**config.mk**
```make
export PLATFORM = sky130hd
export DESIGN_NAME = exc_pend_ctrl
export DESIGN_NICKNAME = d
export VERILOG_FILES = /design/src/rtl/exc_pend_pkg.sv /design/src/rtl/exc_pend_flags.sv /design/src/rtl/exc_pend_arb.sv /design/src/rtl/exc_pend_ctrl.sv
export SDC_FILE = /design/constraint.sdc
export NUM_CORES = 1
export LEC_CHECK = 0
export ABC_AREA = 1
export BUFFER_PORTS_ARGS = -buffer_cell sky130_fd_sc_hd__buf_2
export CAP_MARGIN = 10
export CORE_ASPECT_RATIO = 1.2
export CORE_MARGIN = 5
export CORE_UTILIZATION = 38
export DETAILED_ROUTE_END_ITERATION = 12
export GPL_TIMING_DRIVEN = 1
export PLACE_DENSITY_LB_ADDON = 0.25
export SYNTH_ARGS = -nofsm -noshare
export SYNTH_HDL_FRONTEND = slang
export SYNTH_HIERARCHICAL = 1
export SYNTH_SLANG_ARGS = --single-unit
```
**constraint.sdc**
```tcl
create_clock -name clk -period 8.5 [get_ports clk]
set_clock_uncertainty 0.2 [all_clocks]
set_input_delay 0.425 -clock clk [delete_from_list [all_inputs] [get_ports clk]]
set_output_delay 0.425 -clock clk [all_outputs]
set_load 0.01 [all_outputs]
```
**src/rtl/exc_pend_pkg.sv**
```systemverilog
package exc_pend_pkg;
  localparam int NUM_W = 6;
  localparam int NFLAG = 3;

  // flag indices
  localparam int F_NMI = 0;
  localparam int F_CSW = 1;
  localparam int F_TMR = 2;

  // exception numbers
  localparam logic [NUM_W-1:0] EXC_NMI = 6'd2;
  localparam logic [NUM_W-1:0] EXC_CSW = 6'd14;
  localparam logic [NUM_W-1:0] EXC_TMR = 6'd15;
  localparam int IRQ_BASE = 16;

  // register bit positions
  localparam int B_NMI_SET = 31;
  localparam int B_CSW_SET = 28;
  localparam int B_CSW_CLR = 27;
  localparam int B_TMR_SET = 26;
  localparam int B_TMR_CLR = 25;
  localparam int B_ANY     = 22;
  localparam int B_VECT_LO = 12;
  localparam int B_ACT_LO  = 0;
endpackage

```
**src/rtl/exc_pend_flags.sv**
```systemverilog
module exc_pend_flags
  import exc_pend_pkg::*;
(
  input  logic             clk,
  input  logic             rst_n,
  input  logic [NFLAG-1:0] set_req,
  input  logic [NFLAG-1:0] clr_req,
  input  logic             entry_valid,
  input  logic [NUM_W-1:0] entry_num,
  output logic [NFLAG-1:0] pend
);
  logic [NUM_W-1:0] flag_num [NFLAG];
  assign flag_num[F_NMI] = EXC_NMI;
  assign flag_num[F_CSW] = EXC_CSW;
  assign flag_num[F_TMR] = EXC_TMR;

  for (genvar i = 0; i < NFLAG; i++) begin : g_flag
    logic ent_hit;
    assign ent_hit = entry_valid && (entry_num == flag_num[i]);
    always_ff @(posedge clk or negedge rst_n) begin
      if (!rst_n)          pend[i] <= 1'b0;
      else if (clr_req[i]) pend[i] <= 1'b0;   // clear beats set
      else if (set_req[i]) pend[i] <= 1'b1;   // set beats handler entry
      else if (ent_hit)    pend[i] <= 1'b0;
    end
  end

  // clear wins over set for the same flag
  a_r5_clear_wins: assert property (@(posedge clk) disable iff (!rst_n)
    (set_req[F_CSW] && clr_req[F_CSW]) |=> !pend[F_CSW]);
  // the context-switch flag rises only after a set request
  a_r3_only_set: assert property (@(posedge clk) disable iff (!rst_n)
    $rose(pend[F_CSW]) |-> $past(set_req[F_CSW]));
  // a set of the non-maskable flag always lands
  a_r2_nmi_set: assert property (@(posedge clk) disable iff (!rst_n)
    set_req[F_NMI] |=> pend[F_NMI]);
  // handler entry clears the timer flag unless it is set that cycle
  a_r6_entry_clears: assert property (@(posedge clk) disable iff (!rst_n)
    (entry_valid && entry_num == EXC_TMR && !set_req[F_TMR]) |=> !pend[F_TMR]);
  // a set in the entry cycle keeps the flag pending
  a_r6_set_beats_entry: assert property (@(posedge clk) disable iff (!rst_n)
    (entry_valid && entry_num == EXC_CSW && set_req[F_CSW] && !clr_req[F_CSW])
      |=> pend[F_CSW]);
endmodule

```
**src/rtl/exc_pend_arb.sv**
```systemverilog
module exc_pend_arb
  import exc_pend_pkg::*;
#(
  parameter int NIRQ   = 4,
  parameter int PRIO_W = 2
) (
  input  logic                   clk,
  input  logic                   rst_n,
  input  logic [NFLAG-1:0]       pend,
  input  logic [PRIO_W-1:0]      csw_prio,
  input  logic [PRIO_W-1:0]      tmr_prio,
  input  logic [NIRQ-1:0]        irq_pend,
  input  logic [NIRQ-1:0]        irq_en,
  input  logic [NIRQ*PRIO_W-1:0] irq_prio_flat,
  output logic [NUM_W-1:0]       vect_pend,
  output logic                   any_pend
);
  localparam int NCAND = NIRQ + 2;

  logic              cand_vld  [NCAND];
  logic [PRIO_W-1:0] cand_prio [NCAND];
  logic [NUM_W-1:0]  cand_num  [NCAND];

  // candidates listed in ascending exception number
  assign cand_vld[0]  = pend[F_CSW];
  assign cand_prio[0] = csw_prio;
  assign cand_num[0]  = EXC_CSW;
  assign cand_vld[1]  = pend[F_TMR];
  assign cand_prio[1] = tmr_prio;
  assign cand_num[1]  = EXC_TMR;

  for (genvar i = 0; i < NIRQ; i++) begin : g_irq
    assign cand_vld[i+2]  = irq_pend[i] && irq_en[i];
    assign cand_prio[i+2] = irq_prio_flat[i*PRIO_W +: PRIO_W];
    assign cand_num[i+2]  = NUM_W'(IRQ_BASE + i);
  end

  logic              best_vld;
  logic [PRIO_W-1:0] best_prio;
  logic [NUM_W-1:0]  best_num;

  always_comb begin
    best_vld  = 1'b0;
    best_prio = '0;
    best_num  = '0;
    for (int j = 0; j < NCAND; j++) begin
      // strict compare: on a tie the earlier (lower) number stays
      if (cand_vld[j] && (!best_vld || cand_prio[j] < best_prio)) begin
        best_vld  = 1'b1;
        best_prio = cand_prio[j];
        best_num  = cand_num[j];
      end
    end
  end

  assign vect_pend = pend[F_NMI] ? EXC_NMI : best_num;
  assign any_pend  = pend[F_CSW] | pend[F_TMR] | (|irq_pend);

  // the non-maskable exception always wins
  a_r8_nmi_first: assert property (@(posedge clk) disable iff (!rst_n)
    pend[F_NMI] |-> vect_pend == EXC_NMI);
  // nothing pending reports zero
  a_r8_idle_zero: assert property (@(posedge clk) disable iff (!rst_n)
    (pend == '0 && (irq_pend & irq_en) == '0) |-> vect_pend == '0);
  // a pending software flag raises the summary bit
  a_r7_summary: assert property (@(posedge clk) disable iff (!rst_n)
    (pend[F_CSW] || pend[F_TMR]) |-> any_pend);
endmodule

```
**src/rtl/exc_pend_ctrl.sv**
```systemverilog
module exc_pend_ctrl
  import exc_pend_pkg::*;
#(
  parameter int NIRQ   = 4,
  parameter int PRIO_W = 2
) (
  input  logic                   clk,
  input  logic                   rst_n,
  input  logic                   wr_en,
  input  logic [31:0]            wr_data,
  output logic [31:0]            rd_data,
  input  logic                   nmi_raise,
  input  logic                   tick_raise,
  input  logic                   entry_valid,
  input  logic [NUM_W-1:0]       entry_num,
  input  logic [NUM_W-1:0]       active_num,
  input  logic [PRIO_W-1:0]      csw_prio,
  input  logic [PRIO_W-1:0]      tmr_prio,
  input  logic [NIRQ-1:0]        irq_pend,
  input  logic [NIRQ-1:0]        irq_en,
  input  logic [NIRQ*PRIO_W-1:0] irq_prio_flat
);
  logic [NFLAG-1:0] set_req, clr_req, pend;
  logic [NUM_W-1:0] vect_pend;
  logic             any_pend;
  logic             unused_wr_bits;

  assign set_req[F_NMI] = (wr_en && wr_data[B_NMI_SET]) || nmi_raise;
  assign set_req[F_CSW] =  wr_en && wr_data[B_CSW_SET];
  assign set_req[F_TMR] = (wr_en && wr_data[B_TMR_SET]) || tick_raise;
  assign clr_req[F_NMI] = 1'b0;
  assign clr_req[F_CSW] =  wr_en && wr_data[B_CSW_CLR];
  assign clr_req[F_TMR] =  wr_en && wr_data[B_TMR_CLR];
  assign unused_wr_bits = ^{wr_data[30:29], wr_data[24:0]};

  exc_pend_flags u_flags (
    .clk         (clk),
    .rst_n       (rst_n),
    .set_req     (set_req),
    .clr_req     (clr_req),
    .entry_valid (entry_valid),
    .entry_num   (entry_num),
    .pend        (pend)
  );

  exc_pend_arb #(.NIRQ(NIRQ), .PRIO_W(PRIO_W)) u_arb (
    .clk           (clk),
    .rst_n         (rst_n),
    .pend          (pend),
    .csw_prio      (csw_prio),
    .tmr_prio      (tmr_prio),
    .irq_pend      (irq_pend),
    .irq_en        (irq_en),
    .irq_prio_flat (irq_prio_flat),
    .vect_pend     (vect_pend),
    .any_pend      (any_pend)
  );

  always_comb begin
    rd_data                              = '0;
    rd_data[B_NMI_SET]                   = pend[F_NMI];
    rd_data[B_CSW_SET]                   = pend[F_CSW];
    rd_data[B_TMR_SET]                   = pend[F_TMR];
    rd_data[B_ANY]                       = any_pend;
    rd_data[B_VECT_LO +: NUM_W]          = vect_pend;
    rd_data[B_ACT_LO +: NUM_W]           = active_num;
  end

  // write-only and reserved positions never read back as 1
  a_r10_quiet_bits: assert property (@(posedge clk) disable iff (!rst_n)
    (rd_data & 32'h6BBC_0FC0) == 32'h0);
  // a write of 1 to the context-switch set bit alone makes it pending
  a_r3_set_lands: assert property (@(posedge clk) disable iff (!rst_n)
    (wr_en && wr_data[B_CSW_SET] && !wr_data[B_CSW_CLR]) |=> rd_data[B_CSW_SET]);
endmodule

```
# After elaboration in Yosys (flattened, before gate mapping)
# Index checks and enable logic that the tools add are counted.
[word_totals] register_bits=3 inputBits=70 output_inout_bits=32 wordCells=71
[classes] n_lt_le_gt_ge=5 n_eq_ne=3 muxes=25 bitwise=2 n_reduce_logical=33
[ops] cell="2-to-1 mux 5 bit" count=5
[ops] cell="logical AND 1 bit" count=17
[ops] cell="2-to-1 mux 1 bit" count=13
[ops] cell="== test 6 x 4 -> 1 bit (second input constant)" count=2
[ops] cell="< comparator 2 bit" count=5
[ops] cell="2-to-1 mux 2 bit" count=5
[ops] cell="2-to-1 mux 4 bit" count=2
[ops] cell="logical OR 1 bit" count=7
[ops] cell="== test 6 x 2 -> 1 bit (second input constant)" count=1
[ops] cell="nonzero test 3 bit" count=2
[ops] cell="zero test 1 bit" count=5
[ops] cell="OR reduction 4 bit" count=1
[ops] cell="OR 1 bit" count=2
[ops] cell="nonzero test 2 bit" count=1

# Longest topological paths before layout
# Gate-level depths: netlist (run 1).
[depth] ltp_word=22 mapped_depth=35 depth_no_buf=35

# By module
# The synthesis (run 1) kept the hierarchy.
[by_module_without_submodules] module="exc_pend_arb" instances=1 cells_per_inst=96 area_per_inst_um2=511.7 seq_area_each_um2=0.0
[by_module_without_submodules] module="exc_pend_ctrl" instances=1 cells_per_inst=36 area_per_inst_um2=221.5 seq_area_each_um2=0.0
[by_module_without_submodules] module="exc_pend_flags" instances=1 cells_per_inst=32 area_per_inst_um2=209.0 seq_area_each_um2=75.1

# Least setup slack after synthesis (run 1)
# Ideal clock, no wire load.
[synth_timing] path_type="register to output" startpoint="register u_flags.pend[1]" endpoint="output port rd_data[15]" t_arrival_ns=4.162 t_required_ns=7.875 slack_ns=3.713 stages_incl_launch_ff=33 path_buffers=1 path_cell_list="dfrtp_1 -> nand2_1 -> ha_1 -> nand2_1 -> nand2_1 -> nand2_2 -> nand2_2 -> o21ai_0 -> ha_1 -> nand2_1 -> nand2_1 -> nand2_2 -> nand2_4 -> o21ai_0 -> ha_1 -> nand2_1 -> nand2_1 -> nand2_2 -> nand2_4 -> o21ai_0 -> ha_1 -> nand2_1 -> nand2_1 -> nand2_2 -> nand2_4 -> nand2_1 -> o21ai_1 -> ha_1 -> nand2_1 -> nand2_1 -> nand2_2 -> a21oi_1 -> buf_4"
[synth_between] elab_chain_cells=22 word_cells_on_any_way=37 cone_classes="order compare (5); mux (17); reduce/logical (15)"
[synth_rtl] element="start, declared" line_no="exc_pend_flags.sv:10" text="output logic [NFLAG-1:0] pend"
[synth_rtl] element="start signal, assigned by index" line_no="exc_pend_flags.sv:21" text="if (!rst_n) pend[i] <= 1'b0;"
[synth_rtl] element="start signal, assigned by index" line_no="exc_pend_flags.sv:22" text="else if (clr_req[i]) pend[i] <= 1'b0;"
[synth_rtl] element="start signal, assigned by index" line_no="exc_pend_flags.sv:23" text="else if (set_req[i]) pend[i] <= 1'b1;"
[synth_rtl] element="2-to-1 mux 2 bit / 2-to-1 mux 1 bit (equally long branches)" line_no="exc_pend_arb.sv:48" text="if (cand_vld[j] && (!best_vld || cand_prio[j] < best_prio)) begin"
[synth_rtl] element="< comparator 2 bit / zero test 1 bit (equally long branches)" line_no="exc_pend_arb.sv:48"
[synth_rtl] element="logical OR 1 bit" line_no="exc_pend_arb.sv:48"
[synth_rtl] element="logical AND 1 bit" line_no="exc_pend_arb.sv:48"
[synth_rtl] element="2-to-1 mux 2 bit / 2-to-1 mux 1 bit (equally long branches)" line_no="exc_pend_arb.sv:48"
[synth_rtl] element="< comparator 2 bit / zero test 1 bit (equally long branches)" line_no="exc_pend_arb.sv:48"
[synth_rtl] element="logical OR 1 bit" line_no="exc_pend_arb.sv:48"
[synth_rtl] element="logical AND 1 bit" line_no="exc_pend_arb.sv:48"
[synth_rtl] element="[... 6 more ...]"
[synth_rtl] element="logical OR 1 bit" line_no="exc_pend_arb.sv:48"
[synth_rtl] element="logical AND 1 bit" line_no="exc_pend_arb.sv:48"
[synth_rtl] element="2-to-1 mux 2 bit / 2-to-1 mux 1 bit (equally long branches)" line_no="exc_pend_arb.sv:48"
[synth_rtl] element="< comparator 2 bit / zero test 1 bit (equally long branches)" line_no="exc_pend_arb.sv:48"
[synth_rtl] element="logical OR 1 bit" line_no="exc_pend_arb.sv:48"
[synth_rtl] element="logical AND 1 bit" line_no="exc_pend_arb.sv:48"
[synth_rtl] element="2-to-1 mux 5 bit (*)" line_no="exc_pend_arb.sv:48"
[synth_rtl] element="2-to-1 mux 5 bit (*)" line_no="exc_pend_arb.sv:56" text="assign vect_pend = pend[F_NMI] ? EXC_NMI : best_num;"
[synth_rtl] element="end, declared" line_no="exc_pend_ctrl.sv:11" text="output logic [31:0] rd_data,"
# Mark *: on every way between the ends. The rest lies on a longest branch, timed or not.

# Final worst setup path (run 1)
[layout_timing] startpoint="register u_flags.pend[1]" endpoint="output port rd_data[14]"
# Same word-level chain as after synthesis.

==> summary.md, run 1 <==
| Metric | Value |
|---|---|
| FF-to-FF setup slack | 7.58 ns |
| Crit end category | primary output |
| Fin nets | 282 |
| Die height | 64.5 um |
| Final hold vios | 0 |
| IO buf count | 45 |
| Synth Area in Simple Gates | 49.8% |
| Worst-Skew Late Latency | 0.23 ns |
| Largest stage delay, worst path | 0.45 ns |
| CTS tree | built |
| Routed Antenna Nets | 0 |
| Final setup margin | 3.30 ns |
| Most used cell, CP | nand2_1 |
| Leakage | 0.749 nW |
| Xor/xnor share of the synthesized area | 0% |
| N_diodes | 0 |
| Count of state elements after synthesis | 3 |
| Largest regs | u_flags/pend x3 |
| Post-route DRC | 0 |
| DR iter-0 viols | 17 |
| Slew Viols, Final | 0 |
| Outcome | finished clean |
| Chip width | 55.5 um |
| Largest cells by area after synthesis | nand2_1 21%, buf_4 20%, inv_1 11% |
| Period utilization | 61.1% |
| CP Data Required Time | 7.88 ns |
| Drt wl/cell | 8.42 um |
| Avg Cell Area, Syn | 5.74 um2 |
| Global route overflow | 0 |
| Syn Inst Count | 164 |
| Wirelength, routed | 2.00 mm |
| Initial Utilization | 40.4% |
| First-pass GRT wire length | 3.35 mm |
| Most flop-heavy register | u_flags/pend |
| P&R area growth vs syn | 18.7% |
| Clock tree buffer depth | 2 |
| Via count | 961 |
| TritonCTS Buffers | 3 |
| Resize count post-CTS | 0 |
| Crit start category | flip-flop |
| Setup TNS | 0 ns |
| Slowest cell on the critical path | dfrtp_1 |
| Part of the Yosys area used for sequential elements | 7.97% |
| I/O Pins | 102 |
| Warnings from Yosys | 6 |
| Core footprint | 0.00233 mm2 |
| Largest area contributor in the netlist | nand2_1 |
| Post-synth top cells | 52 x nand2_1, 28 x inv_1, 25 x buf_4 |
| HPWL Detailed | 1.84 mm |
| Post-synthesis compound-gate area fraction | 3.19% |
| Root Driver | clkbuf_4 |
| Pwr Density | 110 mW/mm2 |
| Layout cells sized above 1 | 33.5% |
| Clock tree sinks | 3 |
| Endpoints failing setup | 0 |
| Largest net degree at the start of global routing | 8 |
| Final GP Congestion | 0.773 |
| Post-Synth Adder-Cell Area | 6.64% |
| Ys async rst share | 100% |
| Share of the synthesized area in the top cell type | 20.7% |
| Crit Path Max Fanout | 7 |
| Maxcap violations | 0 |
| Worst Setup Slack post-DPL | 3.48 ns |
| Post-route minimum period | 5.20 ns |
| Top FF cell, synth | dfrtp_1 |
| GRT Total Usage | 11.0% |
| Max Fclk | 192 MHz |
| Initial antenna violation count | 0 |
| Std cell rows | 19 |
| Pre-antenna DRT Iters | 2 |
| Syn Std Cell Area | 942 um2 |
| CTS H-tree depth | 1 |
| Main combinational cell family by area after synthesis | simple AND/OR/NAND/NOR gates |
| Max VDD drop | 0.0000611 V |
| Critical path class | reg -> out |
| RSZ-0062 raised after global routing | false |
| Count leader, synth | nand2_1 |
| Die Footprint | 0.00358 mm2 |
| Multiplexer share of the synthesized area | 0% |
| Post-synth EDFFs | 0 |
| Distinct cells, synth | 18 |
| Vias per inst | 4.05 |
| Hold Path Class | in -> reg |
| Clk pin slew, worst setup/hold paths | 0.04 ns |
| Arr. time, crit path | 4.57 ns |
| Max reg flops | 3 |
| Vias in the first global route | 890 |
==> report_power, final <==
part	switching (mW)	leakage (nW)	total, mW	internal [mW]
clock	0.00699	0.0150	0.0246	0.0176
combinational	0.0486	0.697	0.0804	0.0318
sequential	0.00226	0.0362	0.0181	0.0158
==> critical path: cells and delay by family (launching register included) <==
kind	cells	cell delay (ns)
simple gates	21	1.46
fa+ha+maj	5	1.38
compound gates	5	0.91
flops	1	0.45
buf+inv	1	0.15
==> cell families (layout without fill, tap and decap cells) <==
family	Yosys count	after routing
buffers and inverters	54	79
AND/OR/NAND/NOR	94	94
AO/OA/AOI/OAI	6	6
other	2	19
flip-flops	3	3
adder cells (fa/ha/maj)	5	5
==> metal layers <==
layer,vias up,global-route usage (%),part of all wire (%)
met5,-,0,0
met4,0,2.74,0
li1,535,-,-
met3,0,4.17,11
met1,387,9.88,37
met2,39,22.5,52
==> path summary, 6_finish.rpt <==
kind / startpoint / to / cells after the start
min in group asynchronous: rst_n / u_flags/pend[1] / 2
setup / recovery: u_flags/pend[1] / rd_data[14] / 32
hold / removal: nmi_raise / u_flags/pend[0] / 5
setup reg to reg: u_flags/pend[1] / u_flags/pend[1] / 2
hold reg to reg: u_flags/pend[0] / u_flags/pend[0] / 2
max in group asynchronous: rst_n / u_flags/pend[0] / 2
==> layout make-up <==
| class | count | area [um2] |
|---|---|---|
| multi-input cells | 124 | 633 |
| well taps | 31 | 38.8 |
| flip-flops and latches | 3 | 75.1 |
| repair buffers | 46 | 235 |
| fillers | 285 | 1210 |
| clock buffers | 4 | 26.3 |
| inverters | 29 | 110 |
==> timing repair <==
action                                 in CTS  in global routing
setup buffers                               0                  0
endpoints found under the hold margin       3                  0
hold buffers                                1                  0
==> placed cells by master (no fill, tap or decap), drive strengths merged <==
cell and n:
dlygate4sd3 1, nand2 65, nor4 1, dfrtp 3, a21oi 2, buf 45
clkinvlp 1, ha 5, clkbuf 4, inv 28, nand3 17, conb 19
nor2 11, o21ai 4
==> per-stage QoR <==
stage	total power [mW]	instance area [um2]	util, %	hold slack, ns	cells
6_report	0.123	1120	48.0	0.307	237
5_1_grt	0.137	1120	48.0	0.353	237
4_1_cts	0.125	1120	48.0	0.295	237
3_5_place_dp	0.0993	1080	46.5	0.0253	232
3_3_place_gp	0.0982	1080	46.5	0.0220	232
2_1_floorplan	0.0858	1010	-	-0.0706	181
Note: power is estimated with default switching activity, not from simulation.
==> run 2, diff against run 1 <==
--- a/config.mk
+++ b/config.mk
@@ -10,7 +10,7 @@
 export CAP_MARGIN = 10
 export CORE_ASPECT_RATIO = 1.2
 export CORE_MARGIN = 5
-export CORE_UTILIZATION = 38
+export CORE_UTILIZATION = 31
 export DETAILED_ROUTE_END_ITERATION = 12
 export GPL_TIMING_DRIVEN = 1
 export PLACE_DENSITY_LB_ADDON = 0.25
==> constraint.sdc (replaced) <==
create_clock -name clk -period 4.4 [get_ports clk]
set_clock_uncertainty 0.2 [all_clocks]
set_input_delay 0.22 -clock clk [delete_from_list [all_inputs] [get_ports clk]]
set_output_delay 0.22 -clock clk [all_outputs]
set_load 0.01 [all_outputs]
==> summary.md, run 2 (same netlist as run 1, synthesis figures left out) <==
| Metric | Value |
|---|---|
| Wirelength, routed | 2.26 mm |
| CTS H-tree depth | 1 |
| Slew Viols, Final | 0 |
| Global route overflow | 0 |
| Routed Antenna Nets | 0 |
| Slowest cell on the critical path | dfrtp_2 |
| Core footprint | 0.00300 mm2 |
| Hold Path Class | in -> reg |
| Clock tree sinks | 3 |
| Pwr Density | 220 mW/mm2 |
| Layout cells sized above 1 | 44.2% |
| Vias in the first global route | 1031 |
| Finished Layout Cells | 262 |
| FILL cells | 343 |
| Initial antenna violation count | 0 |
| Die height | 70.4 um |
| Via count | 1041 |
| Outcome | finished clean |
| Final hold vios | 0 |
| Worst-Skew Late Latency | 0.23 ns |
| Die Footprint | 0.00425 mm2 |
| Post-route minimum period | 4.37 ns |
| HPWL Detailed | 1.94 mm |
| Arr. time, crit path | 3.95 ns |
| Chip width | 60.3 um |
| Initial Utilization | 31.4% |
| Util after Layout | 44.6% |
| Most used cell, CP | nand2_1 |
| Endpoints failing setup | 0 |
| DR iter-0 viols | 22 |
| TritonCTS Buffers | 3 |
| Fin nets | 302 |
| Critical path class | reg -> out |
| Most frequent cells in the layout | 47 x nand2_1, 45 x buf_2, 28 x inv_1, 20 x buf_4, 19 x conb_1 |
| Crit end category | primary output |
| Maxcap violations | 0 |
| Largest net degree at the start of global routing | 7 |
| Max reg flops | 3 |
| N_diodes | 0 |
| Period utilization | 99.4% |
| Hold WS | 0.0949 ns |
| Crit start category | flip-flop |
| Max Fclk | 229 MHz |
| Post-route DRC | 0 |
| Largest stage delay, worst path | 0.42 ns |
| First-pass GRT wire length | 3.73 mm |
| Most flop-heavy register | u_flags/pend |
| I/O Pins | 102 |
| Placed insts | 247 |
| Vias per inst | 3.97 |
| GRT Total Usage | 10.9% |
| RSZ-0062 raised after global routing | true |
| Largest regs | u_flags/pend x3 |
| Leading cell type in the layout, fill and taps excluded | nand2_1 |
| Final GP Congestion | 0.772 |
| Max VDD drop | 0.000167 V |
| Placed cell area | 0.00117 mm2 |
| Worst Setup Slack post-DPL | -0.0484 ns |
| Final setup margin | 0.0254 ns |
| Crit Path Max Fanout | 3 |
| Design Power | 0.295 mW |
| Root Driver | clkbuf_4 |
| Clk pin slew, worst setup/hold paths | 0.04 ns |
| CTS tree | built |
| Clock tree buffer depth | 2 |
| Std cell rows | 22 |
| Fin area | 0.00134 mm2 |
| CP Data Required Time | 3.98 ns |
| IO buf count | 45 |
| Pre-antenna DRT Iters | 4 |
| Leakage | 0.854 nW |
| Setup TNS | 0 ns |
| Drt wl/cell | 8.61 um |
| P&R area growth vs syn | 42.1% |
[run 2: cell count changes in the layout (fill, tap and decap cells not counted), moves of 2 or more]
cell | before | now
o21ai_2 | 0 | 2
nand2_4 | 5 | 8
nand2_2 | 8 | 10
buf_4 | 0 | 20
nand2_1 | 52 | 47
o21ai_0 | 3 | 0
[run 2: repair_timing]
item,in CTS,in global routing
pin swaps,2,2
endpoints found under the hold margin,3,0
gates cloned,0,0
gates resized for setup,11,4
hold buffers,1,0
endpoints found under the setup margin,5,5
setup buffers,7,3
[run 2: per-layer routing]
layer | GRT usage, % | up-vias | wire length, um
met2 | 20.7 | 31 | 1240
met1 | 11.3 | 436 | 806
li1 | - | 574 | -
met4 | 1.72 | 0 | 0
met5 | 0 | - | 0
met3 | 3.33 | 0 | 210
[run 2: worst paths after layout]
path | endpoint | depth (start not counted) | slack [ns] | from
setup reg to reg | u_flags/pend[1] | 3 | 3.38 | u_flags/pend[1]
hold / removal | u_flags/pend[0] | 5 | 0.09 | nmi_raise
hold reg to reg | u_flags/pend[0] | 2 | 0.37 | u_flags/pend[0]
max in group asynchronous | u_flags/pend[1] | 2 | 3.75 | rst_n
setup / recovery | rd_data[14] | 35 | 0.03 | u_flags/pend[1]
min in group asynchronous | u_flags/pend[2] | 2 | 0.13 | rst_n
[run 2: final cells by class]
class | count | area, um2 | area share (%)
Sequential cell | 3 | 76.3 | 5.70
Multi-Input combinational cell | 124 | 696 | 52.0
Tap cell | 36 | 45.0 | 3.36
Clock buffer | 4 | 26.3 | 1.96
Timing Repair Buffer | 66 | 385 | 28.8
Inverter | 29 | 110 | 8.22
[run 2: where the power goes]
part | leakage [nW] | internal (mW) | total (mW) | switching [mW]
Clock | 0.0150 | 0.0339 | 0.0476 | 0.0136
Combinational | 0.804 | 0.101 | 0.212 | 0.111
Sequential | 0.0350 | 0.0307 | 0.0348 | 0.00412
Total | 0.854 | 0.166 | 0.295 | 0.129
[run 2: critical path, delay by kind of cell (launching register included)]
kind                       cells  cell delay, ns
buffers and inverters          1            0.14
DFF                            1            0.42
adders and majority gates      5            1.24
AOI/OAI and AO/OA              5            0.36
and+or+nand+nor               24            1.55
==> run 3, diff against run 2 <==
--- a/config.mk
+++ b/config.mk
@@ -7,7 +7,7 @@
 export LEC_CHECK = 0
 export ABC_AREA = 1
 export BUFFER_PORTS_ARGS = -buffer_cell sky130_fd_sc_hd__buf_2
-export CAP_MARGIN = 10
+export CAP_MARGIN = 40
 export CORE_ASPECT_RATIO = 1.2
 export CORE_MARGIN = 5
 export CORE_UTILIZATION = 31
==> constraint.sdc (replaced) <==
create_clock -name clk -period 3.7 [get_ports clk]
set_clock_uncertainty 0.2 [all_clocks]
set_input_delay 0.185 -clock clk [delete_from_list [all_inputs] [get_ports clk]]
set_output_delay 0.185 -clock clk [all_outputs]
set_load 0.01 [all_outputs]
==> summary.md, run 3 (same netlist as run 1, synthesis figures left out) <==
| Metric | Value |
|---|---|
| Outcome | finished with violations |
| Failing checks | setup timing |
| Final GP Congestion | 0.824 |
| Hold Path Class | in -> reg |
| Via count | 1079 |
| Initial Utilization | 31.4% |
| Final setup margin | -0.659 ns |
| Crit start category | flip-flop |
| Drt wl/cell | 8.90 um |
| Chip width | 60.3 um |
| P&R area growth vs syn | 49.9% |
| DR iter-0 viols | 6 |
| Pwr Density | 269 mW/mm2 |
| Maxcap violations | 0 |
| Core footprint | 0.00300 mm2 |
| Final hold vios | 0 |
| Placed cell area | 0.00127 mm2 |
| Clock tree sinks | 3 |
| Most frequent cells in the layout | 43 x nand2_1, 41 x buf_2, 28 x inv_1, 26 x buf_4, 19 x conb_1 |
| TritonCTS Buffers | 3 |
| Clock tree buffer depth | 2 |
| IO buf count | 45 |
| Crit Path Max Fanout | 4 |
| N_diodes | 0 |
| Leakage | 0.883 nW |
| Placed insts | 254 |
| Die height | 70.4 um |
| Design Power | 0.381 mW |
| Post-route minimum period | 4.36 ns |
| Root Driver | clkbuf_4 |
| Critical path class | reg -> out |
| Die Footprint | 0.00425 mm2 |
| Largest net degree at the start of global routing | 7 |
| Most flop-heavy register | u_flags/pend |
| Finished Layout Cells | 268 |
| HPWL Detailed | 2.05 mm |
| Largest stage delay, worst path | 0.40 ns |
| Fin nets | 308 |
| RSZ-0062 raised after global routing | true |
| Crit end category | primary output |
| Global route overflow | 0 |
| CTS H-tree depth | 1 |
| Pre-antenna DRT Iters | 5 |
| Worst-Skew Late Latency | 0.23 ns |
| Std cell rows | 22 |
| Max VDD drop | 0.000147 V |
| First-pass GRT wire length | 3.69 mm |
| Most used cell, CP | nand2_2 |
| Largest regs | u_flags/pend x3 |
| Clk pin slew, worst setup/hold paths | 0.04 ns |
| Max Fclk | 229 MHz |
| Leading cell type in the layout, fill and taps excluded | nand2_1 |
| I/O Pins | 102 |
| Hold WS | 0.0624 ns |
| Arr. time, crit path | 3.97 ns |
| Routed Antenna Nets | 0 |
| Period utilization | 118% |
| Layout cells sized above 1 | 48.3% |
| Max reg flops | 3 |
| Slowest cell on the critical path | dfrtp_2 |
| Fin area | 0.00141 mm2 |
| Slew Viols, Final | 0 |
| CP Data Required Time | 3.31 ns |
| CTS tree | built |
| Endpoints failing setup | 5 |
| GRT Total Usage | 11.0% |
| Vias per inst | 4.03 |
| Wirelength, routed | 2.39 mm |
| Post-route DRC | 0 |
| Vias in the first global route | 1007 |
| Initial antenna violation count | 0 |
run 3: cell types whose count changed in the layout (fill, tap and decap cells not counted), sizes merged:
cell and change:
buf +6
run 3: stage by stage:
stage                     util [%]  TNS (ns)  setup slack [ns]
after CTS                     45.9     -3.34            -0.686
after global placement        42.3     -1.78            -0.372
final                         47.1     -3.20            -0.659
after detailed placement      42.3     -2.14            -0.444
after global routing          47.1     -4.62            -0.942
after floorplan                  -     -1.68            -0.432
run 3: power breakdown:
| part | total, mW | leakage [nW] | internal (mW) | switching, mW |
|---|---|---|---|---|
| clock | 0.0569 | 0.0150 | 0.0404 | 0.0165 |
| sequential | 0.0394 | 0.0350 | 0.0365 | 0.00289 |
| combinational | 0.284 | 0.833 | 0.142 | 0.143 |
| total | 0.381 | 0.883 | 0.219 | 0.162 |
run 3: worst paths after layout:
check,startpoint,end,slack (ns),depth (start not counted)
max,u_flags/pend[1],rd_data[12],-0.66,35
min,nmi_raise,u_flags/pend[0],0.06,5
max reg2reg,u_flags/pend[1],u_flags/pend[1],2.69,3
min reg2reg,u_flags/pend[0],u_flags/pend[0],0.36,2
max in group asynchronous,rst_n,u_flags/pend[1],3.10,2
min in group asynchronous,rst_n,u_flags/pend[2],0.08,2
run 3: timing repair:
item / 4_1_cts / 5_1_grt
hold buffers: 1 / 0
endpoints found under the setup margin: 5 / 5
buffers inserted: 7 / 2
pin swaps: 1 / 4
gates resized for setup: 3 / 6
hold endpoints to repair: 3 / 0
run 3: critical path, delay by kind of cell, from the launching register on:
| family | cells | cell delay, ns |
|---|---|---|
| and+or+nand+nor | 25 | 1.69 |
| adders and majority gates | 5 | 1.24 |
| DFF | 1 | 0.40 |
| AOI/OAI and AO/OA | 4 | 0.29 |
| buffers and inverters | 1 | 0.10 |
run 3: layer usage:
layer | part of all wire [%] | vias up | GRT usage, % | wire length (um)
li1 | - | 584 | - | -
met3 | 9.9 | 6 | 2.77 | 235
met2 | 54 | 37 | 20.8 | 1300
met1 | 35 | 452 | 10.6 | 824
met5 | 0 | - | 0 | 0
met4 | 1.2 | 0 | 4.68 | 28
run 3: cell type report:
cell class / count / area (um2)
Clock buffer: 4 / 26.3
Fill cell: 351 / 1590
Inverter: 29 / 110
Multi-Input combinational cell: 124 / 699
Sequential cell: 3 / 76.3
Tap cell: 36 / 45.0
Timing Repair Buffer: 72 / 455
